==> config.mk <==
export PLATFORM = sky130hd
export DESIGN_NAME = i2c_mem_slave
export DESIGN_NICKNAME = d
export VERILOG_FILES = /design/src/rtl/i2cm_pkg.sv /design/src/rtl/i2cm_line_sync.sv /design/src/rtl/i2cm_ptr.sv /design/src/rtl/i2cm_sda_hold.sv /design/src/rtl/i2c_mem_slave.sv
export SDC_FILE = /design/constraint.sdc
export NUM_CORES = 1
export LEC_CHECK = 0
export ABC_AREA = 1
export BUFFER_PORTS_ARGS = -buffer_cell sky130_fd_sc_hd__buf_2
export CAP_MARGIN = 20
export CORE_ASPECT_RATIO = 1.25
export CORE_MARGIN = 2
export CORE_UTILIZATION = 61
export DETAILED_ROUTE_END_ITERATION = 6
export MAX_ROUTING_LAYER = met4
export PLACE_DENSITY_LB_ADDON = 0.12
export SYNTH_ARGS = -nofsm -noshare
export SYNTH_HDL_FRONTEND = slang
export SYNTH_SLANG_ARGS = --single-unit
==> constraint.sdc <==
create_clock -name clk -period 5.3 [get_ports clk]
set_input_delay 1.06 -clock clk [delete_from_list [all_inputs] [get_ports clk]]
set_output_delay 1.06 -clock clk [all_outputs]
set_load 0.01 [all_outputs]
==> src/rtl/i2cm_pkg.sv <==
`timescale 1ns/1ps
package i2cm_pkg;
  localparam int PTR_W = 13;

  typedef enum logic [2:0] {
    ST_IDLE,
    ST_CTRL,
    ST_ADRH,
    ST_ADRL,
    ST_WDATA,
    ST_RDATA
  } st_t;

  // control byte matches device code and strap bits
  function automatic logic ctrl_hit(input logic [7:0] b, input logic [3:0] code,
                                    input logic [2:0] cs);
    return (b[7:4] == code) && (b[3:1] == cs);
  endfunction

  // word address from the two header bytes; spare high bits dropped
  function automatic logic [PTR_W-1:0] join_addr(input logic [7:0] hi, input logic [7:0] lo);
    return {hi[PTR_W-9:0], lo};
  endfunction

  function automatic logic [PTR_W-1:0] ptr_step(input logic [PTR_W-1:0] p);
    return p + 1'b1;
  endfunction
endpackage

==> src/rtl/i2cm_line_sync.sv <==
`timescale 1ns/1ps
module i2cm_line_sync (
  input  logic clk,
  input  logic rst_n,
  input  logic scl_i,
  input  logic sda_i,
  output logic scl_s,
  output logic sda_s,
  output logic scl_rise,
  output logic scl_fall,
  output logic start_det,
  output logic stop_det
);
  logic [2:0] scl_sh, sda_sh;

  always_ff @(posedge clk or negedge rst_n) begin
    if (!rst_n) begin
      scl_sh <= 3'b111;
      sda_sh <= 3'b111;
    end else begin
      scl_sh <= {scl_sh[1:0], scl_i};
      sda_sh <= {sda_sh[1:0], sda_i};
    end
  end

  assign scl_s     = scl_sh[1];
  assign sda_s     = sda_sh[1];
  assign scl_rise  = scl_sh[1] & ~scl_sh[2];
  assign scl_fall  = ~scl_sh[1] & scl_sh[2];
  assign start_det = scl_sh[1] & scl_sh[2] & sda_sh[2] & ~sda_sh[1];
  assign stop_det  = scl_sh[1] & scl_sh[2] & ~sda_sh[2] & sda_sh[1];
endmodule

==> src/rtl/i2cm_ptr.sv <==
`timescale 1ns/1ps
module i2cm_ptr import i2cm_pkg::*; #(
  parameter int W = PTR_W
) (
  input  logic         clk,
  input  logic         rst_n,
  input  logic         load,
  input  logic [W-1:0] load_val,
  input  logic         inc,
  output logic [W-1:0] ptr
);
  always_ff @(posedge clk or negedge rst_n) begin
    if (!rst_n)    ptr <= '0;
    else if (load) ptr <= load_val;
    else if (inc)  ptr <= ptr_step(ptr);
  end

  assert_ptr_wrap_R9: assert property (@(posedge clk) disable iff (!rst_n)
    (inc && !load && (ptr == {W{1'b1}})) |=> (ptr == '0))
    else $error("pointer did not wrap to zero");
endmodule

==> src/rtl/i2cm_sda_hold.sv <==
`timescale 1ns/1ps
module i2cm_sda_hold #(
  parameter int HOLD_CYC = 3
) (
  input  logic clk,
  input  logic rst_n,
  input  logic kill,
  input  logic req,
  input  logic req_low,
  output logic sda_oe
);
  localparam int CW = $clog2(HOLD_CYC + 1);
  logic [CW-1:0] cnt;
  logic          pend, tgt;

  always_ff @(posedge clk or negedge rst_n) begin
    if (!rst_n) begin
      sda_oe <= 1'b0; pend <= 1'b0; tgt <= 1'b0; cnt <= '0;
    end else if (kill) begin
      sda_oe <= 1'b0; pend <= 1'b0;
    end else if (req) begin
      tgt <= req_low; pend <= 1'b1; cnt <= CW'(HOLD_CYC);
    end else if (pend) begin
      if (cnt <= CW'(1)) begin
        sda_oe <= tgt; pend <= 1'b0;
      end else begin
        cnt <= cnt - 1'b1;
      end
    end
  end
endmodule

==> src/rtl/i2c_mem_slave.sv <==
`timescale 1ns/1ps
module i2c_mem_slave import i2cm_pkg::*; #(
  parameter logic [3:0] DEV_CODE = 4'b1010,
  parameter int         HOLD_CYC = 3
) (
  input  logic             clk,
  input  logic             rst_n,
  input  logic             scl_i,
  input  logic             sda_i,
  output logic             sda_oe,
  input  logic [2:0]       cs_strap,
  output logic [PTR_W-1:0] mem_addr,
  input  logic [7:0]       mem_rdata,
  output logic             commit_start,
  output logic [PTR_W-1:0] commit_addr,
  output logic [7:0]       commit_data,
  input  logic             commit_busy
);
  localparam logic [3:0] ACK_SLOT = 4'd8;

  logic scl_s, sda_s, scl_rise, scl_fall, start_det, stop_det, kill;
  st_t st;
  logic [3:0] bitcnt;
  logic ack_ph, rw, mack, pend_v;
  logic [7:0] shreg, hi_q, pend_d;
  logic [PTR_W-1:0] pend_a, ptr;
  logic drv_req, drv_low, ptr_ld, ptr_inc, commit_q;
  // named events for assertions
  logic byte_done, ack_end, ack_go;

  i2cm_line_sync u_sync (
    .clk(clk), .rst_n(rst_n), .scl_i(scl_i), .sda_i(sda_i),
    .scl_s(scl_s), .sda_s(sda_s), .scl_rise(scl_rise), .scl_fall(scl_fall),
    .start_det(start_det), .stop_det(stop_det)
  );

  i2cm_ptr #(.W(PTR_W)) u_ptr (
    .clk(clk), .rst_n(rst_n), .load(ptr_ld), .load_val(join_addr(hi_q, shreg)),
    .inc(ptr_inc), .ptr(ptr)
  );

  i2cm_sda_hold #(.HOLD_CYC(HOLD_CYC)) u_hold (
    .clk(clk), .rst_n(rst_n), .kill(kill), .req(drv_req), .req_low(drv_low),
    .sda_oe(sda_oe)
  );

  assign kill      = start_det | stop_det;
  assign byte_done = scl_fall && (bitcnt == ACK_SLOT) && !ack_ph;
  assign ack_end   = scl_fall && (bitcnt == ACK_SLOT) && ack_ph;
  assign ack_go    = !commit_busy && ((st != ST_CTRL) || ctrl_hit(shreg, DEV_CODE, cs_strap));

  always_ff @(posedge clk or negedge rst_n) begin
    if (!rst_n) begin
      st <= ST_IDLE; bitcnt <= '0; ack_ph <= 1'b0; rw <= 1'b0; mack <= 1'b0;
      shreg <= '0; hi_q <= '0; pend_v <= 1'b0; pend_a <= '0; pend_d <= '0;
      drv_req <= 1'b0; drv_low <= 1'b0; ptr_ld <= 1'b0; ptr_inc <= 1'b0; commit_q <= 1'b0;
    end else begin
      drv_req <= 1'b0; ptr_ld <= 1'b0; ptr_inc <= 1'b0; commit_q <= 1'b0;
      if (start_det) begin
        st <= ST_CTRL; bitcnt <= '0; ack_ph <= 1'b0; pend_v <= 1'b0;
      end else if (stop_det) begin
        st <= ST_IDLE; bitcnt <= '0; ack_ph <= 1'b0;
        commit_q <= pend_v; pend_v <= 1'b0;
      end else if (st == ST_RDATA) begin
        if (scl_rise) begin
          if (bitcnt != ACK_SLOT) bitcnt <= bitcnt + 1'b1;
          else                    mack   <= !sda_s;
        end else if (scl_fall) begin
          if (bitcnt != ACK_SLOT) begin
            drv_req <= 1'b1; drv_low <= !shreg[6]; shreg <= {shreg[6:0], 1'b0};
          end else if (!ack_ph) begin
            drv_req <= 1'b1; drv_low <= 1'b0; ack_ph <= 1'b1;
          end else begin
            ack_ph <= 1'b0; bitcnt <= '0; drv_req <= 1'b1;
            if (mack) begin
              shreg <= mem_rdata; drv_low <= !mem_rdata[7]; ptr_inc <= 1'b1;
            end else begin
              drv_low <= 1'b0; st <= ST_IDLE;
            end
          end
        end
      end else if (st != ST_IDLE) begin
        if (scl_rise && (bitcnt != ACK_SLOT)) begin
          shreg <= {shreg[6:0], sda_s}; bitcnt <= bitcnt + 1'b1;
        end else if (byte_done) begin
          if (ack_go) begin
            drv_req <= 1'b1; drv_low <= 1'b1; ack_ph <= 1'b1;
            case (st)
              ST_CTRL:  rw <= shreg[0];
              ST_ADRH:  hi_q <= shreg;
              ST_ADRL:  ptr_ld <= 1'b1;
              ST_WDATA: begin
                pend_v <= 1'b1; pend_a <= ptr; pend_d <= shreg; ptr_inc <= 1'b1;
              end
              default: ;
            endcase
          end else begin
            st <= ST_IDLE;
          end
        end else if (ack_end) begin
          ack_ph <= 1'b0; bitcnt <= '0; drv_req <= 1'b1; drv_low <= 1'b0;
          case (st)
            ST_CTRL: if (rw) begin
                       st <= ST_RDATA; shreg <= mem_rdata;
                       drv_low <= !mem_rdata[7]; ptr_inc <= 1'b1;
                     end else begin
                       st <= ST_ADRH;
                     end
            ST_ADRH: st <= ST_ADRL;
            ST_ADRL: st <= ST_WDATA;
            default: ;
          endcase
        end
      end
    end
  end

  assign mem_addr     = ptr;
  assign commit_start = commit_q;
  assign commit_addr  = pend_a;
  assign commit_data  = pend_d;

  assert_oe_still_high_R11: assert property (@(posedge clk) disable iff (!rst_n)
    (scl_s && $past(scl_s) && !$past(kill)) |-> $stable(sda_oe))
    else $error("SDA enable moved while SCL high");

  assert_busy_mute_R10: assert property (@(posedge clk) disable iff (!rst_n)
    commit_busy |-> !sda_oe)
    else $error("SDA driven while commit busy");

  assert_idle_quiet_R2: assert property (@(posedge clk) disable iff (!rst_n)
    (st == ST_IDLE) |-> !sda_oe)
    else $error("SDA driven while idle");

  assert_commit_at_stop_R5: assert property (@(posedge clk) disable iff (!rst_n)
    commit_start |-> (st == ST_IDLE))
    else $error("commit launched outside a STOP");
endmodule

==> impl_metrics.py, run 1 <==
metrics = {
    "setup_path": {
        "cp_data_required_time_ns": 5.55,
        "crit_chain": "inv_1 -> ha_1 -> nand2_2 -> nor2_4 -> nand3_4 -> nor2_8 -> nand4_4 -> nand2_1 -> o21ai_2",
        "critical-path-max-stage-delay_ns": 0.55,
        "setup.worst_path.end_class": "flip-flop",
        "timing.reg2reg.worst_path_depth": 9,
        "worst_path_dominant_cell_family": "simple AND/OR/NAND/NOR gates",
        "crit_path_top_delay_cell": "nand4_4",
        "timing.critical_path.depth": 9,
        "cp_max_fo": 43,
        "worst_ep_arrival_time_ns": 2.61,
        "startpoint_type": "flip-flop",
        "critical_path_buf_inv_count": 1,
        "worstSetupPathType": "flip-flop to flip-flop",
    },
    "flow_run": {
        "cap_viol_max_count": 0,
    },
    "grt": {
        "antenna_found_initial": 0,
        "first_global_vias": 3386,
        "grtUsageTotal_pct": 27.77,
        "gr-total-overflow": 0,
        "maximum_number_of_pins_on_one_net_before_global_route_repair": 75,
        "grt_first_pass_wirelength_mm": 15.09,
    },
    "clock_network": {
        "clock_path_buffers": 2,
        "insertion_delay_ns": 0.37,
        "clkSlewWorstSetupHoldPaths_ns": 0.08,
        "cts-htree-levels": 3,
        "cts_tree": "built",
        "clock_sink_count": 74,
        "cts_resized": 0,
        "cts_root_buf": "clkbuf_8",
        "postCtsSetupRepairBufs": 0,
        "hold_bufs_at_cts": 0,
        "tritoncts.num_buffers": 9,
    },
    "synthesis": {
        "synthDominantCellAreaShare_pct": 43.07,
        "postSynthRegisterBits": 74,
        "synth.top_cells.by_count": "143 x nand2_1, 68 x dfrtp_1, 63 x inv_1",
        "predominant_post_synthesis_flop_cell": "dfrtp_1",
        "syn-num-nets": 514,
        "synth_cell_type_count": 38,
        "synth_warnings": 0,
        "synth_edf_count": 0,
        "synth_area_per_cell_um2": 8.047,
        "synth.area.top_cells": "dfrtp_1 43%, nand2_1 14%, inv_1 6.0%",
        "syn_inst": 491,
        "syn-cell-area_mm2": 0.003951,
        "sequential_fraction_of_the_synthesis_area_pct": 47.06,
        "synth_top_cell_by_area": "dfrtp_1",
        "yosysMostFrequentCell": "nand2_1",
        "async_flop_share_pct": 100.0,
    },
    "power_and_ir_drop": {
        "peakVddDrop_mv": 0.2387,
        "power-per-cell-area_mw_per_mm2": 376.3,
        "p_total_w": 0.001671,
        "p_leak_nw": 2.295,
    },
    "finish": {
        "share_of_layout_cells_above_drive_strength_1_pct": 19.24,
        "antenna_cells": 0,
        "finalNetCount": 569,
        "multi_input_comb_area_mm2": 0.001775,
        "fillCellCount": 498,
        "areaGrowthSynthToFinish_pct": 12.35,
        "core_utilization_of_the_finished_layout_pct": 71.53,
        "final-seq-area_mm2": 0.001859,
    },
    "die": {
        "coreArea_mm2": 0.006206,
        "total_die_area_mm2": 0.007141,
        "initial_standard_cell_utilization_of_the_core_pct": 63.67,
        "top_level_ports": 52,
        "placement_rows": 32,
        "die_height_um": 93.99,
        "die_w_um": 75.99,
    },
    "detailed_routing": {
        "route.final.wire_length_mm": 8.818,
        "drt_iter0_drc": 178,
        "drt-vias-per-instance": 5.366,
        "top_layer_used_by_detailed_routing": "met4",
        "detail_route.first_pass.iterations": 4,
        "met1_length_mm": 3.579,
        "via_count": 3413,
        "dr_wl_met2_mm": 4.720,
        "detail-route-antenna-nets": 0,
        "detailroute.wirelength.met3_um": 307,
        "avg_wl_per_cell_um": 13.86,
        "detail_route.drc_violations": 0,
    },
    "sta": {
        "layout_min_cycle_time_ns": 2.364,
        "max_slew_margin_pct": 39.78,
        "slew_viol_final": 0,
        "fin_ws_ns": 2.936,
        "rsz0062_at_grt": "no",
        "final.setup.tns_ns": 0,
        "worstMarginPinSlew_ns": 0.9034,
        "timing.hold.ws_ns": 0.3622,
        "final-setup-viol-count": 0,
        "min_period_over_period_pct": 44.61,
        "finalHoldViolations": 0,
        "fmax_mhz": 423.0,
        "final.setup_skew_ns": 0.009322,
    },
    "min_path": {
        "hold_depth": 0,
        "min_path_type": "flip-flop to flip-flop",
    },
    "placed_design": {
        "dp_hpwl_mm": 6.402,
        "post-place-ws_ns": 2.645,
        "number_of_i_o_port_buffers": 51,
        "gp_congestion": 0.9322,
    },
    "status": {
        "status": "finished, final reports clean",
    },
}
[worst register-to-register path: stages, from the launching register on]
cell     delay (ns)
dfrtp_1        0.44
inv_1          0.09
ha_1           0.19
nand2_2        0.08
nor2_4         0.18
nand3_4        0.16
nor2_8         0.20
nand4_4        0.55
nand2_1        0.29
o21ai_2        0.07
[metrics by stage]
stage,cell area (µm²),cells
finish,4439,636
global route,4439,636
CTS,4432,635
detailed placement,4243,619
global placement,4243,619
floorplan,3951,491
[cells in the final DEF (no fill, tap or decap), types with 2 or more instances in the layout]
cell type	netlist	routed
nand3_1	29	29
nand2_2	4	4
o21ai_1	15	15
dfstp_2	6	6
a22oi_1	6	6
o21ai_2	13	13
o211ai_1	8	8
buf_2	1	50
nor2_2	4	4
clkinvlp_4	0	2
dfrtp_1	68	68
o221ai_1	4	4
nand4_1	5	5
ha_1	7	7
nand3_2	2	2
clkbuf_8	0	11
o21ai_0	29	29
inv_2	2	2
inv_1	63	63
nand2_1	143	143
nor2_1	43	43
xnor2_1	2	2
and3_1	2	2
nor3_1	6	6
a21oi_1	4	4
xor2_1	7	7
[state kept, by name (all words and copies together) (netlist names)]
signal,flops
rw,1
ptr_ld,1
commit_start,1
shreg,8
hi_q,5
commit_data,8
u_sync.scl_sh,3
st,3
mack,1
u_hold.tgt,1
ack_ph,1
u_hold.sda_oe,1
ptr_inc,1
commit_addr,13
drv_req,1
u_sync.sda_sh,3
u_hold.pend,1
pend_v,1
u_hold.cnt,2
bitcnt,4
u_ptr.ptr,13
drv_low,1
[routing by layer]
layer / track usage, % / vias to the layer above
met5: - / -
met1: 28.62 / 1619
met4: 10.61 / 0
li1: - / 1703
met3: 6.346 / 18
met2: 51.79 / 73
[cell type report]
cell class,count,area share (%)
multi-input combinational,344,39.99
timing repair buffer,52,5.975
clock inverter,5,0.8455
tap,85,2.396
sequential,74,41.88
clock buffer,11,3.410
inverter,65,5.496
[where the power goes]
group          internal, W  switching (W)  total (W)
combinational     0.000163       0.000323   0.000486
clock             0.000197       0.000227   0.000424
sequential        0.000651       0.000109   0.000760
total              0.00101       0.000659    0.00167
[kinds of logic after synthesis]
group | after synthesis | share of synthesized area [%]
simple gates | 246 | 27.64
compound gates | 82 | 13.08
fa+ha+maj | 7 | 2.216
xor+xnor | 9 | 1.995
buf+inv | 73 | 8.011
flops | 74 | 47.06
[final timing paths]
path / startpoint / endpoint / slack (ns)
max: bitcnt[1] / commit_data[2] / 2.94
min: u_sync.scl_sh[0] / u_sync.scl_sh[1] / 0.36
max reg2reg: bitcnt[1] / commit_data[2] / 2.94
min reg2reg: u_sync.scl_sh[0] / u_sync.scl_sh[1] / 0.36
max in group asynchronous: rst_n / bitcnt[0] / 3.90
min in group asynchronous: rst_n / commit_data[6] / 0.81
(Power assumes the default switching activity.)
==> inputs of run 2 (changes only) <==
CORE_UTILIZATION = 58   (was 61)
clock period = 2.44 ns   (was 5.3 ns; I/O delays follow)
==> run 2 against run 1 <==
Combinational power up 140%; clock power up 130%; final area up 1.5%; count of clock-buffer cells in the layout down 1; via count up 3.4%; setup slack worse by 2.6 ns; critical endpoint is now commit_data[6]; largest cell class unchanged; highest routed layer unchanged.
==> impl_metrics.py, run 2 (same netlist as run 1, synthesis figures left out) <==
metrics = {
    "detailed_routing": {
        "drt_iter0_drc": 324,
        "avg_wl_per_cell_um": 14.58,
        "detail_route.drc_violations": 0,
        "route.final.wire_length_mm": 9.373,
        "met1_length_mm": 3.746,
        "top_layer_used_by_detailed_routing": "met4",
        "drt-vias-per-instance": 5.490,
        "via_count": 3530,
        "detailroute.wirelength.met3_um": 421,
        "dr_wl_met2_mm": 4.896,
        "detail-route-antenna-nets": 0,
        "detail_route.first_pass.iterations": 5,
    },
    "clock_network": {
        "insertion_delay_ns": 0.35,
        "hold_bufs_at_cts": 0,
        "clock_path_buffers": 2,
        "clkSlewWorstSetupHoldPaths_ns": 0.08,
        "cts_root_buf": "clkbuf_8",
        "cts_tree": "built",
        "tritoncts.num_buffers": 9,
        "cts-htree-levels": 3,
        "clock_sink_count": 74,
    },
    "setup_path": {
        "startpoint_type": "flip-flop",
        "critical-path-max-stage-delay_ns": 0.44,
        "crit_chain": "inv_1 -> ha_1 -> nand2_2 -> nor2_4 -> nand3_4 -> nor2_8 -> nand4_4 -> nand2_1 -> o21ai_1",
        "setup.worst_path.end_class": "flip-flop",
        "worst_path_dominant_cell_family": "simple AND/OR/NAND/NOR gates",
        "timing.critical_path.from": "bitcnt[0]",
        "critical_path_buf_inv_count": 1,
        "worstSetupPathType": "flip-flop to flip-flop",
        "cp_max_fo": 21,
        "cp_data_required_time_ns": 2.67,
        "worst_ep_arrival_time_ns": 2.32,
        "timing.rr.start": "bitcnt[0]",
        "crit_path_top_delay_cell": "dfrtp_1",
    },
    "grt": {
        "first_global_vias": 3387,
        "grtUsageTotal_pct": 27.40,
        "gr-total-overflow": 0,
        "maximum_number_of_pins_on_one_net_before_global_route_repair": 75,
        "grt_first_pass_wirelength_mm": 15.46,
        "antenna_found_initial": 0,
    },
    "die": {
        "total_die_area_mm2": 0.007493,
        "top_level_ports": 52,
        "die_height_um": 96.28,
        "die_w_um": 77.83,
        "coreArea_mm2": 0.006565,
        "initial_standard_cell_utilization_of_the_core_pct": 60.19,
        "placement_rows": 33,
    },
    "status": {
        "status": "finished, final reports clean",
    },
    "sta": {
        "final.setup_skew_ns": 0.01305,
        "timing.hold.ws_ns": 0.2279,
        "fmax_mhz": 479.4,
        "rsz0062_at_grt": "no",
        "worstMarginPinSlew_ns": 0.9163,
        "final-setup-viol-count": 0,
        "max_slew_margin_pct": 38.91,
        "layout_min_cycle_time_ns": 2.086,
        "min_period_over_period_pct": 85.49,
        "slew_viol_final": 0,
        "final.setup.tns_ns": 0,
        "finalHoldViolations": 0,
    },
    "min_path": {
        "min_path_type": "input port to flip-flop",
        "min_from": "sda_i",
    },
    "flow_run": {
        "cap_viol_max_count": 0,
    },
    "power_and_ir_drop": {
        "p_total_w": 0.003775,
        "p_leak_nw": 2.326,
        "peakVddDrop_mv": 0.5143,
        "power-per-cell-area_mw_per_mm2": 838.0,
    },
    "finish": {
        "antenna_cells": 0,
        "finalNetCount": 574,
        "final_common_cell": "nand2_1",
        "most-common-layout-cells": "143 x nand2_1, 68 x dfrtp_1, 63 x inv_1, 51 x buf_2, 43 x nor2_1",
        "share_of_layout_cells_above_drive_strength_1_pct": 19.96,
        "fillCellCount": 550,
        "areaGrowthSynthToFinish_pct": 14.00,
        "core_utilization_of_the_finished_layout_pct": 68.61,
    },
    "placed_design": {
        "dp_hpwl_mm": 6.631,
        "number_of_i_o_port_buffers": 51,
        "gp_congestion": 0.9941,
    },
}
[run 2: cell types whose count changed in the layout (fill, tap and decap cells not counted), sizes merged]
cell	before	now
clkinvlp	2	1
buf	51	56
bufinv	0	1
clkbuf	12	10
nand4	7	8
clkinv	2	3
[run 2: metrics by stage]
stage | std cells | cell area, µm² | setup slack, ns
CTS | 641 | 4478 | 0.07927
global placement | 625 | 4275 | 0.1986
detailed placement | 625 | 4275 | 0.09470
floorplan | 491 | 3951 | 0.7168
global route | 643 | 4504 | 0.1938
finish | 643 | 4504 | 0.3540
[run 2: final cells by class]
class                           instances  area [µm²]  share of cell area (%)
Sequential cell                        74        1859                   41.28
Tap cell                               87       108.9                   2.417
Timing Repair Buffer                   56       292.8                   6.500
Inverter                               65       244.0                   5.417
Clock inverter                          6       65.06                   1.444
Clock buffer                           10       137.6                   3.056
Multi-Input combinational cell        345        1797                   39.89
[run 2: worst paths after layout]
path                               endpoint  slack [ns]  depth (start not counted)
max                          commit_data[6]        0.35                          9
min in group asynchronous    commit_addr[2]        0.25                          1
min reg2reg                u_sync.sda_sh[1]        0.36                          0
max reg2reg                  commit_data[6]        0.35                          9
max in group asynchronous           hi_q[0]        1.57                          1
min                        u_sync.sda_sh[0]        0.23                          1
[run 2: routing by layer]
metal | vias to the layer above | track usage [%]
met1 | 1674 | 30.32
met2 | 117 | 47.41
met3 | 26 | 5.159
li1 | 1713 | -
met4 | 0 | 14.14
met5 | - | -
[run 2: report_power, final]
part | total [W] | internal (W) | switching [W]
Combinational | 0.00116 | 0.000386 | 0.000772
Sequential | 0.00164 | 0.00141 | 0.000228
Clock | 0.000974 | 0.000502 | 0.000472
[run 2: timing repair]
item                                   CTS  global route
endpoints found under the hold margin    0             0
setup endpoints to repair                0            21
resized for setup                        0             1
buffers inserted                         0             0
